==> config.mk <==
export PLATFORM = sky130hd
export DESIGN_NAME = lcd_pwr_seq
export DESIGN_NICKNAME = d
export VERILOG_FILES = /design/src/rtl/lcd_pwr_seq_pkg.sv /design/src/rtl/lcd_pwr_guard.sv /design/src/rtl/lcd_pwr_fsm.sv /design/src/rtl/lcd_pwr_seq.sv
export SDC_FILE = /design/constraint.sdc
export NUM_CORES = 1
export LEC_CHECK = 0
export ABC_AREA = 1
export BUFFER_PORTS_ARGS = -buffer_cell sky130_fd_sc_hd__buf_2
export CELL_PAD_IN_SITES_DETAIL_PLACEMENT = 0
export CELL_PAD_IN_SITES_GLOBAL_PLACEMENT = 1
export CORE_UTILIZATION = 37
export DETAILED_ROUTE_END_ITERATION = 8
export GPL_TIMING_DRIVEN = 0
export PLACE_DENSITY_LB_ADDON = 0.05
export SYNTH_ARGS = -nofsm -noshare
export SYNTH_HDL_FRONTEND = slang
export SYNTH_SLANG_ARGS = --single-unit
==> constraint.sdc <==
create_clock -name clk -period 1.5 [get_ports clk]
set_clock_uncertainty 0.05 [all_clocks]
set_input_delay 0.375 -clock clk [delete_from_list [all_inputs] [get_ports clk]]
set_output_delay 0.375 -clock clk [all_outputs]
set_load 0.01 [all_outputs]
==> src/rtl/lcd_pwr_seq_pkg.sv <==
package lcd_pwr_seq_pkg;
  typedef enum logic [2:0] {
    ST_IDLE     = 3'd0,
    ST_WAIT_DMA = 3'd1,
    ST_GUARD    = 3'd2,
    ST_ON       = 3'd3,
    ST_STOP     = 3'd4
  } seq_state_t;
endpackage

==> src/rtl/lcd_pwr_guard.sv <==
module lcd_pwr_guard #(
  parameter int GUARD_W = 8
) (
  input  logic               clk,
  input  logic               rst,
  input  logic               load,
  input  logic [GUARD_W-1:0] load_val,
  input  logic               tick,
  output logic               done
);
  logic [GUARD_W-1:0] cnt_q;

  // load wins over a tick in the same cycle
  always_ff @(posedge clk) begin
    if (rst)                        cnt_q <= '0;
    else if (load)                  cnt_q <= load_val;
    else if (tick && cnt_q != '0)   cnt_q <= cnt_q - 1'b1;
  end

  assign done = (cnt_q == '0);

  AST_CNT_HOLD_ZERO: assert property (@(posedge clk) disable iff (rst)
    (done && !load) |=> done);
endmodule

==> src/rtl/lcd_pwr_fsm.sv <==
module lcd_pwr_fsm
  import lcd_pwr_seq_pkg::*;
(
  input  logic       clk,
  input  logic       rst,
  input  logic       pwr_req,
  input  logic       dma_busy,
  input  logic       core_busy,
  input  logic       guard_done,
  output logic       guard_load,
  output logic       dma_en,
  output logic       cfg_load,
  output logic       core_en,
  output logic [2:0] status
);
  seq_state_t st_q;

  assign guard_load = (st_q == ST_WAIT_DMA) && pwr_req && !dma_busy;

  always_ff @(posedge clk) begin
    if (rst) begin
      st_q     <= ST_IDLE;
      dma_en   <= 1'b0;
      core_en  <= 1'b0;
      cfg_load <= 1'b0;
    end else begin
      cfg_load <= 1'b0;
      case (st_q)
        ST_IDLE: if (pwr_req) st_q <= ST_WAIT_DMA;
        ST_WAIT_DMA: begin
          if (!pwr_req) st_q <= ST_IDLE;
          else if (!dma_busy) begin
            st_q     <= ST_GUARD;
            dma_en   <= 1'b1;
            cfg_load <= 1'b1;
          end
        end
        ST_GUARD: begin
          if (!pwr_req) begin
            st_q   <= ST_IDLE;
            dma_en <= 1'b0;
          end else if (guard_done && !core_busy) begin
            st_q    <= ST_ON;
            core_en <= 1'b1;
          end
        end
        ST_ON: if (!pwr_req) begin
          st_q    <= ST_STOP;
          core_en <= 1'b0;
        end
        ST_STOP: begin
          st_q   <= ST_IDLE;
          dma_en <= 1'b0;
        end
        default: st_q <= ST_IDLE;
      endcase
    end
  end

  assign status = st_q;

  AST_CORE_NEEDS_DMA: assert property (@(posedge clk) disable iff (rst)
    core_en |-> dma_en);
  AST_CORE_OFF_FIRST: assert property (@(posedge clk) disable iff (rst)
    $fell(dma_en) |-> !$past(core_en));
  AST_LOAD_WITH_DMA: assert property (@(posedge clk) disable iff (rst)
    cfg_load |-> $rose(dma_en));
  AST_CORE_ON_IDLE: assert property (@(posedge clk) disable iff (rst)
    $rose(core_en) |-> !$past(core_busy));
endmodule

==> src/rtl/lcd_pwr_seq.sv <==
module lcd_pwr_seq #(
  parameter int GUARD_W = 8
) (
  input  logic               clk,
  input  logic               rst,
  input  logic               pwr_req,
  input  logic               dma_busy,
  input  logic               core_busy,
  input  logic               frame_start,
  input  logic [GUARD_W-1:0] guard_frames,
  output logic               dma_en,
  output logic               cfg_load,
  output logic               core_en,
  output logic [2:0]         status
);
  logic guard_load, guard_done;

  lcd_pwr_guard #(.GUARD_W(GUARD_W)) u_guard (
    .clk(clk), .rst(rst), .load(guard_load), .load_val(guard_frames),
    .tick(frame_start), .done(guard_done)
  );

  lcd_pwr_fsm u_fsm (
    .clk(clk), .rst(rst), .pwr_req(pwr_req), .dma_busy(dma_busy),
    .core_busy(core_busy), .guard_done(guard_done), .guard_load(guard_load),
    .dma_en(dma_en), .cfg_load(cfg_load), .core_en(core_en), .status(status)
  );
endmodule

Word-level counts from Yosys, hierarchy flattened
Cells that the tools add are included.
- $add $sub $neg: 1
- equality and inequality tests: 13
- mux-type cells: 17
- bitwise gates (word level): 2
- reductions and logical operators: 16
- operators by type and width (cell ; number):
    $mux 3 ; 6
    $mux 8 ; 2
    $ne 2x2->1 const B ; 6
    $pmux 3 s4 ; 1
    $reduce_and 4->1 ; 3
    $logic_not 8->1 ; 1
    $reduce_bool 8->1 ; 1
    $sub 8x1->8 const B ; 1
    $eq 3x2->1 const B ; 2
    $mux 1 ; 6
    $logic_and 1x1->1 ; 4
    $reduce_bool 2->1 ; 2
    $eq 3x1->1 const B ; 1
    $eq 3x3->1 const B ; 1
    $logic_not 3->1 ; 1
    $ne 3x2->1 const B ; 1
    $ne 3x3->1 const B ; 1
    $pmux 1 s3 ; 1
    $reduce_bool 3->1 ; 1
    $reduce_or 3->1 ; 1
    $logic_not 1->1 ; 2
    $ne 2x1->1 const B ; 1
    $not 1->1 ; 2
    $pmux 1 s2 ; 1
- register bits after elaboration: 14
- word-level logic and storage cells: 54

Longest topological paths before layout
Gate-level depths: netlist (run 1).
- depth after elaboration: 5
- mapped depth: 8
- gate-level depth less buffers: 8

Cells and area by module
From an unflattened synthesis (run 1), not the netlist that was laid out.
- cells, all modules: 168
- area total of the unflattened synthesis: 979.7 µm²
- by module, submodules not included (module ; times used ; cells each ; area each (µm²) ; sequential area each (µm²)):
    lcd_pwr_guard ; 1 ; 104 ; 600.6 ; 160.2
    lcd_pwr_fsm ; 1 ; 64 ; 379.1 ; 120.1

Worst setup path before layout (run 1)
Ideal clock, no wire load.
- path type: register to register
- start point: reg u_guard.cnt_q[0]
- end point: reg u_guard.cnt_q[4]
- setup time: 116 ps
- arrival: 1146 ps
- required time: 1334 ps
- setup slack: 188 ps
- stages on the path, launching flop included: 8
- period minus slack after synthesis: 1312 ps
- cells stage by stage: dfxtp_1 -> inv_1 -> ha_1 -> nand3_1 -> o21ai_4 -> nand2_4 -> o21ai_0 -> nor2_1
- cells in the longest elaborated chain, start to end: 3
- elaborated cells on any way between the ends: 6
- classes of those cells: 1 x add/sub; 2 x mux; 3 x reduce/logical
- RTL lines (item ; line ; text):
    start, declared ; lcd_pwr_guard.sv:11 ; logic [GUARD_W-1:0] cnt_q;
    start signal, assigned ; lcd_pwr_guard.sv:16 ; else if (load) cnt_q <= load_val;
    start signal, assigned ; lcd_pwr_guard.sv:17 ; else if (tick && cnt_q != '0) cnt_q <= cnt_q - 1'b1;
    $sub 8x1->8 or $reduce_bool 8->1 (tied branches) ; lcd_pwr_guard.sv:17 ;
    $mux 8 or $logic_and 1x1->1 (tied branches) ; lcd_pwr_guard.sv:17 ;
    $mux 8 or $reduce_bool 2->1 (tied branches) ; n/a ;
Several ways; a longest one is shown, not always the timed one. The select of a mux whose other input is x is not followed.
A chain may end at the register's enable or synchronous reset.

Worst setup path in the final report (run 1)
- start point: reg u_guard.cnt_q[0]
- end point: reg u_guard.cnt_q[1]
Same word-level chain as after synthesis.

==> results of run 1 <==
[logic make-up after synthesis]
logic type      synth area share (%)
xor+xnor                       0.915
fa+ha+maj                       2.61
buf+inv                         9.54
simple gates                    43.7
flops                           29.3
compound gates                  14.0
[final timing paths]
path,to,slack (ns),cells past startpoint
setup / recovery,u_guard.cnt_q[1],0.08,8
hold / removal,u_fsm.status[2],0.22,2
setup reg to reg,u_guard.cnt_q[1],0.08,8
hold reg to reg,u_fsm.core_en,0.43,2
[sequential cells by signal (all words and copies together), names as in the netlist]
register / count
u_fsm.cfg_load: 1
u_fsm.core_en: 1
u_fsm.dma_en: 1
u_fsm.status: 3
u_guard.cnt_q: 8
[per-layer routing]
metal	GRT usage, %	vias up	share of wire [%]
met5	0	-	0
met4	2.63	0	0.42
met3	6.03	2	3.4
met2	36.5	19	51
met1	21.4	453	46
li1	-	504	-
[stage by stage]
stage,utilization [%],hold slack [ns],total power [mW],area (um^2)
finish,46.6,0.224,2.32,1140
global route,46.6,0.223,2.56,1140
CTS,45.7,0.227,2.26,1120
detailed placement,44.2,0.416,1.95,1080
global placement,44.2,0.413,1.94,1080
floorplan,-,0.403,1.67,957
[repair_timing]
item | CTS | global route
pin swaps | 1 | 2
gates resized for setup | 0 | 8
setup endpoints to repair | 1 | 7
buffers inserted | 0 | 1
[Yosys cell counts (all sizes together)]
master and n:
nand2 35, nor2 24, inv 18, nand3 17
dfxtp 14, o21ai 11, a21oi 8, or2 4
ha 2, nand3b 2, buf 1, clkbuf 1
clkinv 1, nand4 1, nor3 1, o2111ai 1
o211ai 1, xor2 1
[power by group through the flow]
| stage | combinational (mW) | sequential (mW) | clock, mW |
|---|---|---|---|
| final | 1.38 | 0.651 | 0.296 |
| after global routing | 1.57 | 0.665 | 0.319 |
| after CTS | 1.32 | 0.638 | 0.299 |
| after detailed placement | 1.31 | 0.646 | 0 |
| after global placement | 1.29 | 0.647 | 0 |
| after floorplan | 1.03 | 0.633 | 0 |
[cell type report]
class	instances	area [um^2]
timing repair buffer	19	97.6
tap	30	37.5
inverter	19	78.8
buffer	2	15.0
sequential	14	283
multi-input combinational	108	596
fill	263	1310
clock buffer	4	36.3
==> impl_metrics.env, run 1 <==
export IMPL_route_detailed_drc=0
export IMPL_fin_setup_tns_ns=0
export IMPL_drtAntennaViolNets=0
export IMPL_syn_nets=159
export IMPL_post_drt_via_cell_ratio=4.99
export IMPL_die_h_um=52.9
export IMPL_path_max_fanout=8
export IMPL_placedCellCount=191
export IMPL_overflow=0
export IMPL_wirelength_mm=2.37
export IMPL_design_core_area_mm2=0.00245
export IMPL_worst_setup_path_end_kind="flip-flop"
export IMPL_gp_congestion=0.848
export IMPL_p_comb_share_pct=59.2
export IMPL_cts_root_buffer_cell="clkbuf_4"
export IMPL_worstSkewPairLatency_ns=0.30
export IMPL_first_iter_violations=20
export IMPL_holdCritStartpoint="pwr_req"
export IMPL_layout_min_cycle_time_ns=1.42
export IMPL_wl_per_cell_um=12.1
export IMPL_leakage_nw=0.558
export IMPL_slowest_stage="dfxtp_2"
export IMPL_power_density_mw_per_mm2=2030
export IMPL_numPortBuffers=18
export IMPL_initial_utilization_pct=39.0
export IMPL_synth_cells=143
export IMPL_cts_htree_levels=1
export IMPL_hpwl_mm=1.73
export IMPL_synth_cell_types=28
export IMPL_cts_sinks=14
export IMPL_rows=18
export IMPL_setup_ws_ns=0.0791
export IMPL_finalSetupViolCount=0
export IMPL_synth_area_um2=957
export IMPL_pin_count=20
export IMPL_dpl_worst_slack_ns=0.0209
export IMPL_status="complete, no violations"
export IMPL_postSynthAreaPerCell_um2=6.69
export IMPL_final_cells=196
export IMPL_slew_headroom_pct=62.6
export IMPL_startpoint_type="flip-flop"
export IMPL_cp_num_buf_inv=2
export IMPL_layout_common_cells="30 x nand2_1, 20 x nor2_1, 18 x buf_2, 15 x nand3_1, 13 x inv_1"
export IMPL_synthTopCellsByArea="dfxtp_1 29%, nand2_1 12%, nand3_1 8.4%"
export IMPL_grt_max_degree=11
export IMPL_final_hold_viol_count=0
export IMPL_drt_first_pass_iters=4
export IMPL_dieArea_mm2=0.00279
export IMPL_crit_chain="inv_2 -> ha_2 -> nand3_2 -> o21ai_4 -> nand2_4 -> inv_8 -> nand2_1 -> a21oi_1"
export IMPL_grt_pass1_wl_mm=3.84
export IMPL_ir_drop_v=0.00101
export IMPL_r2r_start="u_guard.cnt_q[0]"
export IMPL_path_clk_slew_ns=0.10
export IMPL_slew_violations=0
export IMPL_synth_seq_cells=14
export IMPL_crit_start="u_guard.cnt_q[0]"
export IMPL_ctsLongestPathBuffers=2
export IMPL_die_width_um=52.9
export IMPL_finalCritPeriodShare_pct=94.7
export IMPL_synth_warnings=0
export IMPL_n_antenna_cell=0
export IMPL_netlist_area_leader_share_pct=29.3
export IMPL_cts_inserted_buffers=3
export IMPL_vias=978
export IMPL_grt_pass1_vias=870
export IMPL_drive_above_1_share_pct=31.9
export IMPL_nets=183
export IMPL_swShare_pct=49.1
export IMPL_switchingPower_mw=1.14
export IMPL_yosysSeqAreaShare_pct=29.3
export IMPL_area_growth_pct=19.5
export IMPL_clock_fmax_mhz=704
export IMPL_yosys_area_top_type="dfxtp_1"
export IMPL_cts_tree="yes"
export IMPL_cp_data_required_time_ns=1.67
export IMPL_arrival_ns=1.59
export IMPL_critPathKind="flip-flop to flip-flop"
export IMPL_mostFrequentLayoutCell="nand2_1"
export IMPL_p_int_mw=1.18
export IMPL_crit_path_max_incr_delay_ns=0.35
export IMPL_clockPowerShare_pct=12.8
export IMPL_worst_pin_slew_ns=0.561
export IMPL_rsz0062_at_grt="no"
export IMPL_antenna_found_initial=0
export IMPL_grt_usage_pct=19.4
export IMPL_hold_class="input port to flip-flop"
export IMPL_hold_buffers=0
export IMPL_crit_family="flip-flops"
export IMPL_p_seq_share_pct=28.0
export IMPL_cap_violations=0
No activity file was read; power rests on OpenSTA's default activity.
==> run 2: changes to the inputs <==
--- a/config.mk
+++ b/config.mk
@@ -6,13 +6,14 @@
 export NUM_CORES = 1
 export LEC_CHECK = 0
 export ABC_AREA = 1
-export BUFFER_PORTS_ARGS = -buffer_cell sky130_fd_sc_hd__buf_2
 export CELL_PAD_IN_SITES_DETAIL_PLACEMENT = 0
 export CELL_PAD_IN_SITES_GLOBAL_PLACEMENT = 1
-export CORE_UTILIZATION = 37
+export CORE_UTILIZATION = 40
 export DETAILED_ROUTE_END_ITERATION = 8
+export DONT_BUFFER_PORTS = 1
 export GPL_TIMING_DRIVEN = 0
 export PLACE_DENSITY_LB_ADDON = 0.05
 export SYNTH_ARGS = -nofsm -noshare
 export SYNTH_HDL_FRONTEND = slang
+export SYNTH_HIERARCHICAL = 1
 export SYNTH_SLANG_ARGS = --single-unit
==> impl_metrics.env, run 2 <==
export IMPL_pin_count=20
export IMPL_dieArea_mm2=0.00265
export IMPL_final_util_pct=58.0
export IMPL_startpoint_type="flip-flop"
export IMPL_switchingPower_mw=1.54
export IMPL_die_width_um=51.5
export IMPL_synth_cells=168
export IMPL_clockPowerShare_pct=9.0
export IMPL_n_antenna_cell=0
export IMPL_p_comb_share_pct=66.4
export IMPL_numPortBuffers=0
export IMPL_worstSkewPairLatency_ns=0.27
export IMPL_drive_above_1_share_pct=31.3
export IMPL_leakage_nw=0.623
export IMPL_grt_pass1_wl_mm=4.24
export IMPL_rsz0062_at_grt="yes"
export IMPL_overflow=0
export IMPL_power_density_mw_per_mm2=2310
export IMPL_route_detailed_drc=0
export IMPL_synthFlopType="dfxtp_1"
export IMPL_antenna_found_initial=0
export IMPL_layout_common_cells="41 x nand2_1, 23 x nor2_1, 17 x inv_1, 16 x nand3_1, 11 x dfxtp_1"
export IMPL_crit_top_cell="inv_4"
export IMPL_drt_first_pass_iters=4
export IMPL_vias=1038
export IMPL_netlist_area_leader_share_pct=28.6
export IMPL_synth_edff_count=0
export IMPL_worst_pin_slew_ns=0.312
export IMPL_synth_top_family_by_area="simple AND/OR/NAND/NOR gates"
export IMPL_yosys_area_top_type="dfxtp_1"
export IMPL_rows=17
export IMPL_largest_reg_flops=8
export IMPL_grt_pass1_vias=957
export IMPL_slew_violations=0
export IMPL_status="complete, but fails checks"
export IMPL_top_register="u_guard/cnt_q"
export IMPL_cp_data_required_time_ns=1.63
export IMPL_postSynthAreaPerCell_um2=5.83
export IMPL_async_flop_share_pct=0
export IMPL_die_h_um=51.5
export IMPL_synthMuxAreaShare_pct=0
export IMPL_arrival_ns=1.71
export IMPL_path_max_fanout=7
export IMPL_worst_setup_path_end_kind="flip-flop"
export IMPL_crit_path_max_incr_delay_ns=0.39
export IMPL_setup_ws_ns=-0.0877
export IMPL_finalCritPeriodShare_pct=106
export IMPL_synth_most_common_cell="nand2_1"
export IMPL_clock_fmax_mhz=630
export IMPL_syn_nets=184
export IMPL_synthTopCellsByArea="dfxtp_1 29%, nand2_1 17%, nand3_1 11%"
export IMPL_cts_sinks=14
export IMPL_grt_usage_pct=21.6
export IMPL_ir_drop_v=0.00124
export IMPL_p_int_mw=1.48
export IMPL_synth_area_um2=980
export IMPL_mostFrequentLayoutCell="nand2_1"
export IMPL_wl_per_cell_um=12.1
export IMPL_synth_cell_types=23
export IMPL_gp_congestion=0.791
export IMPL_nets=199
export IMPL_finalSetupViolCount=8
export IMPL_ctsLongestPathBuffers=2
export IMPL_synth_seq_cells=14
export IMPL_slew_headroom_pct=78.9
export IMPL_fillers=250
export IMPL_yosys_area_share_simple_pct=50.1
export IMPL_wirelength_mm=2.55
export IMPL_yosys_area_share_adder_pct=2.55
export IMPL_cts_inserted_buffers=3
export IMPL_yosysSeqAreaShare_pct=28.6
export IMPL_layout_min_cycle_time_ns=1.59
export IMPL_post_dp_cell_area_mm2=0.00107
export IMPL_synth_compound_area_share_pct=6.51
export IMPL_r2r_slack_ns=-0.09
export IMPL_final_cells=210
export IMPL_first_iter_violations=17
export IMPL_synth_common_cells="45 x nand2_1, 29 x nor2_1, 22 x nand3_1"
export IMPL_grt_max_degree=11
export IMPL_drtAntennaViolNets=0
export IMPL_synth_xor_area_share_pct=0.894
export IMPL_finalInstanceArea_mm2=0.00131
export IMPL_hold_class="input port to flip-flop"
export IMPL_crit_chain="inv_4 -> nand2_4 -> nor2_4 -> inv_2 -> or2_4 -> inv_4 -> clkbuf_16 -> inv_12 -> nand2_8 -> clkinv_8 -> nand2_2 -> a21oi_2"
export IMPL_area_growth_pct=33.5
export IMPL_hpwl_mm=1.80
export IMPL_slowest_stage="dfxtp_4"
export IMPL_placedCellCount=196
export IMPL_initial_utilization_pct=43.5
export IMPL_final_hold_viol_count=0
export IMPL_swShare_pct=51.0
export IMPL_path_clk_slew_ns=0.09
export IMPL_cap_violations=0
export IMPL_synth_warnings=6
export IMPL_p_seq_share_pct=24.7
export IMPL_critPathKind="flip-flop to flip-flop"
export IMPL_cts_tree="yes"
export IMPL_design_core_area_mm2=0.00225
export IMPL_post_drt_via_cell_ratio=4.94
export IMPL_violations="negative setup slack"
export IMPL_cts_root_buffer_cell="clkbuf_4"
export IMPL_cts_htree_levels=1
[run 2: path summary, 6_finish.rpt]
| kind | depth (start not counted) | end | startpoint |
|---|---|---|---|
| setup / recovery | 12 | u_guard/cnt_q[3] | u_fsm/status[1] |
| hold / removal | 1 | u_guard/cnt_q[2] | rst |
| setup reg to reg | 12 | u_guard/cnt_q[3] | u_fsm/status[1] |
| hold reg to reg | 2 | u_fsm/dma_en | u_fsm/dma_en |
[run 2: layout make-up]
type | instances | area (um^2) | area share, %
flip-flops and latches | 14 | 289 | 22.1
inverters | 27 | 131 | 10.0
multi-input cells | 125 | 692 | 52.9
clock buffers | 4 | 36.3 | 2.78
plain buffers | 2 | 40.0 | 3.06
well taps | 28 | 35.0 | 2.68
repair inverters | 1 | 8.76 | 0.670
repair buffers | 9 | 75.1 | 5.74
[run 2: repair_timing]
item	CTS	global route
gates cloned	0	2
gates resized for setup	16	18
setup buffers	5	3
setup endpoints to repair	10	10
hold buffers	0	0
pin swaps	6	12
[run 2: routing by layer]
layer | vias to the layer above | wire length, um | share of wire, % | track usage (%)
li1 | 553 | - | - | -
met1 | 470 | 1160 | 45 | 27.1
met2 | 13 | 1300 | 51 | 37.4
met3 | 2 | 71 | 2.8 | 2.92
met4 | 0 | 17 | 0.67 | 8.11
met5 | - | 0 | 0 | 0
[run 2: worst max-delay path, delay by kind of cell (launching register included)]
family	cells	cell delay [ns]
AND/OR/NAND/NOR	5	0.54
AO/OA/AOI/OAI	1	0.06
flip-flops	1	0.39
buffers and inverters	6	0.43
[run 2: kinds of logic (layout without fill, tap and decap cells)]
kind of cell | Yosys count | count (layout)
DFF | 14 | 14
buffers and inverters | 29 | 43
xor gates and xnor gates | 1 | 1
adders and majority gates | 2 | 2
and+or+nand+nor | 110 | 110
AOI/OAI and AO/OA | 12 | 12
[run 2: power groups by stage]
stage,Combinational [mW],Clock [mW],Sequential (mW)
CTS,1.78,0.276,0.736
finish,2.00,0.270,0.744
floorplan,1.31,0,0.664
global placement,1.54,0,0.703
detailed placement,1.58,0,0.708
global route,2.28,0.293,0.763
[run 2: through the flow]
step	setup TNS [ns]	power, mW	setup slack [ns]	hold WS, ns
final	-0.579	3.02	-0.0877	0.0965
after CTS	-0.508	2.79	-0.0705	0.0869
after global routing	-1.53	3.33	-0.170	0.0752
after global placement	-1.31	2.25	-0.176	0.395
after detailed placement	-1.48	2.29	-0.188	0.399
after floorplan	-0.208	1.98	-0.0518	0.394
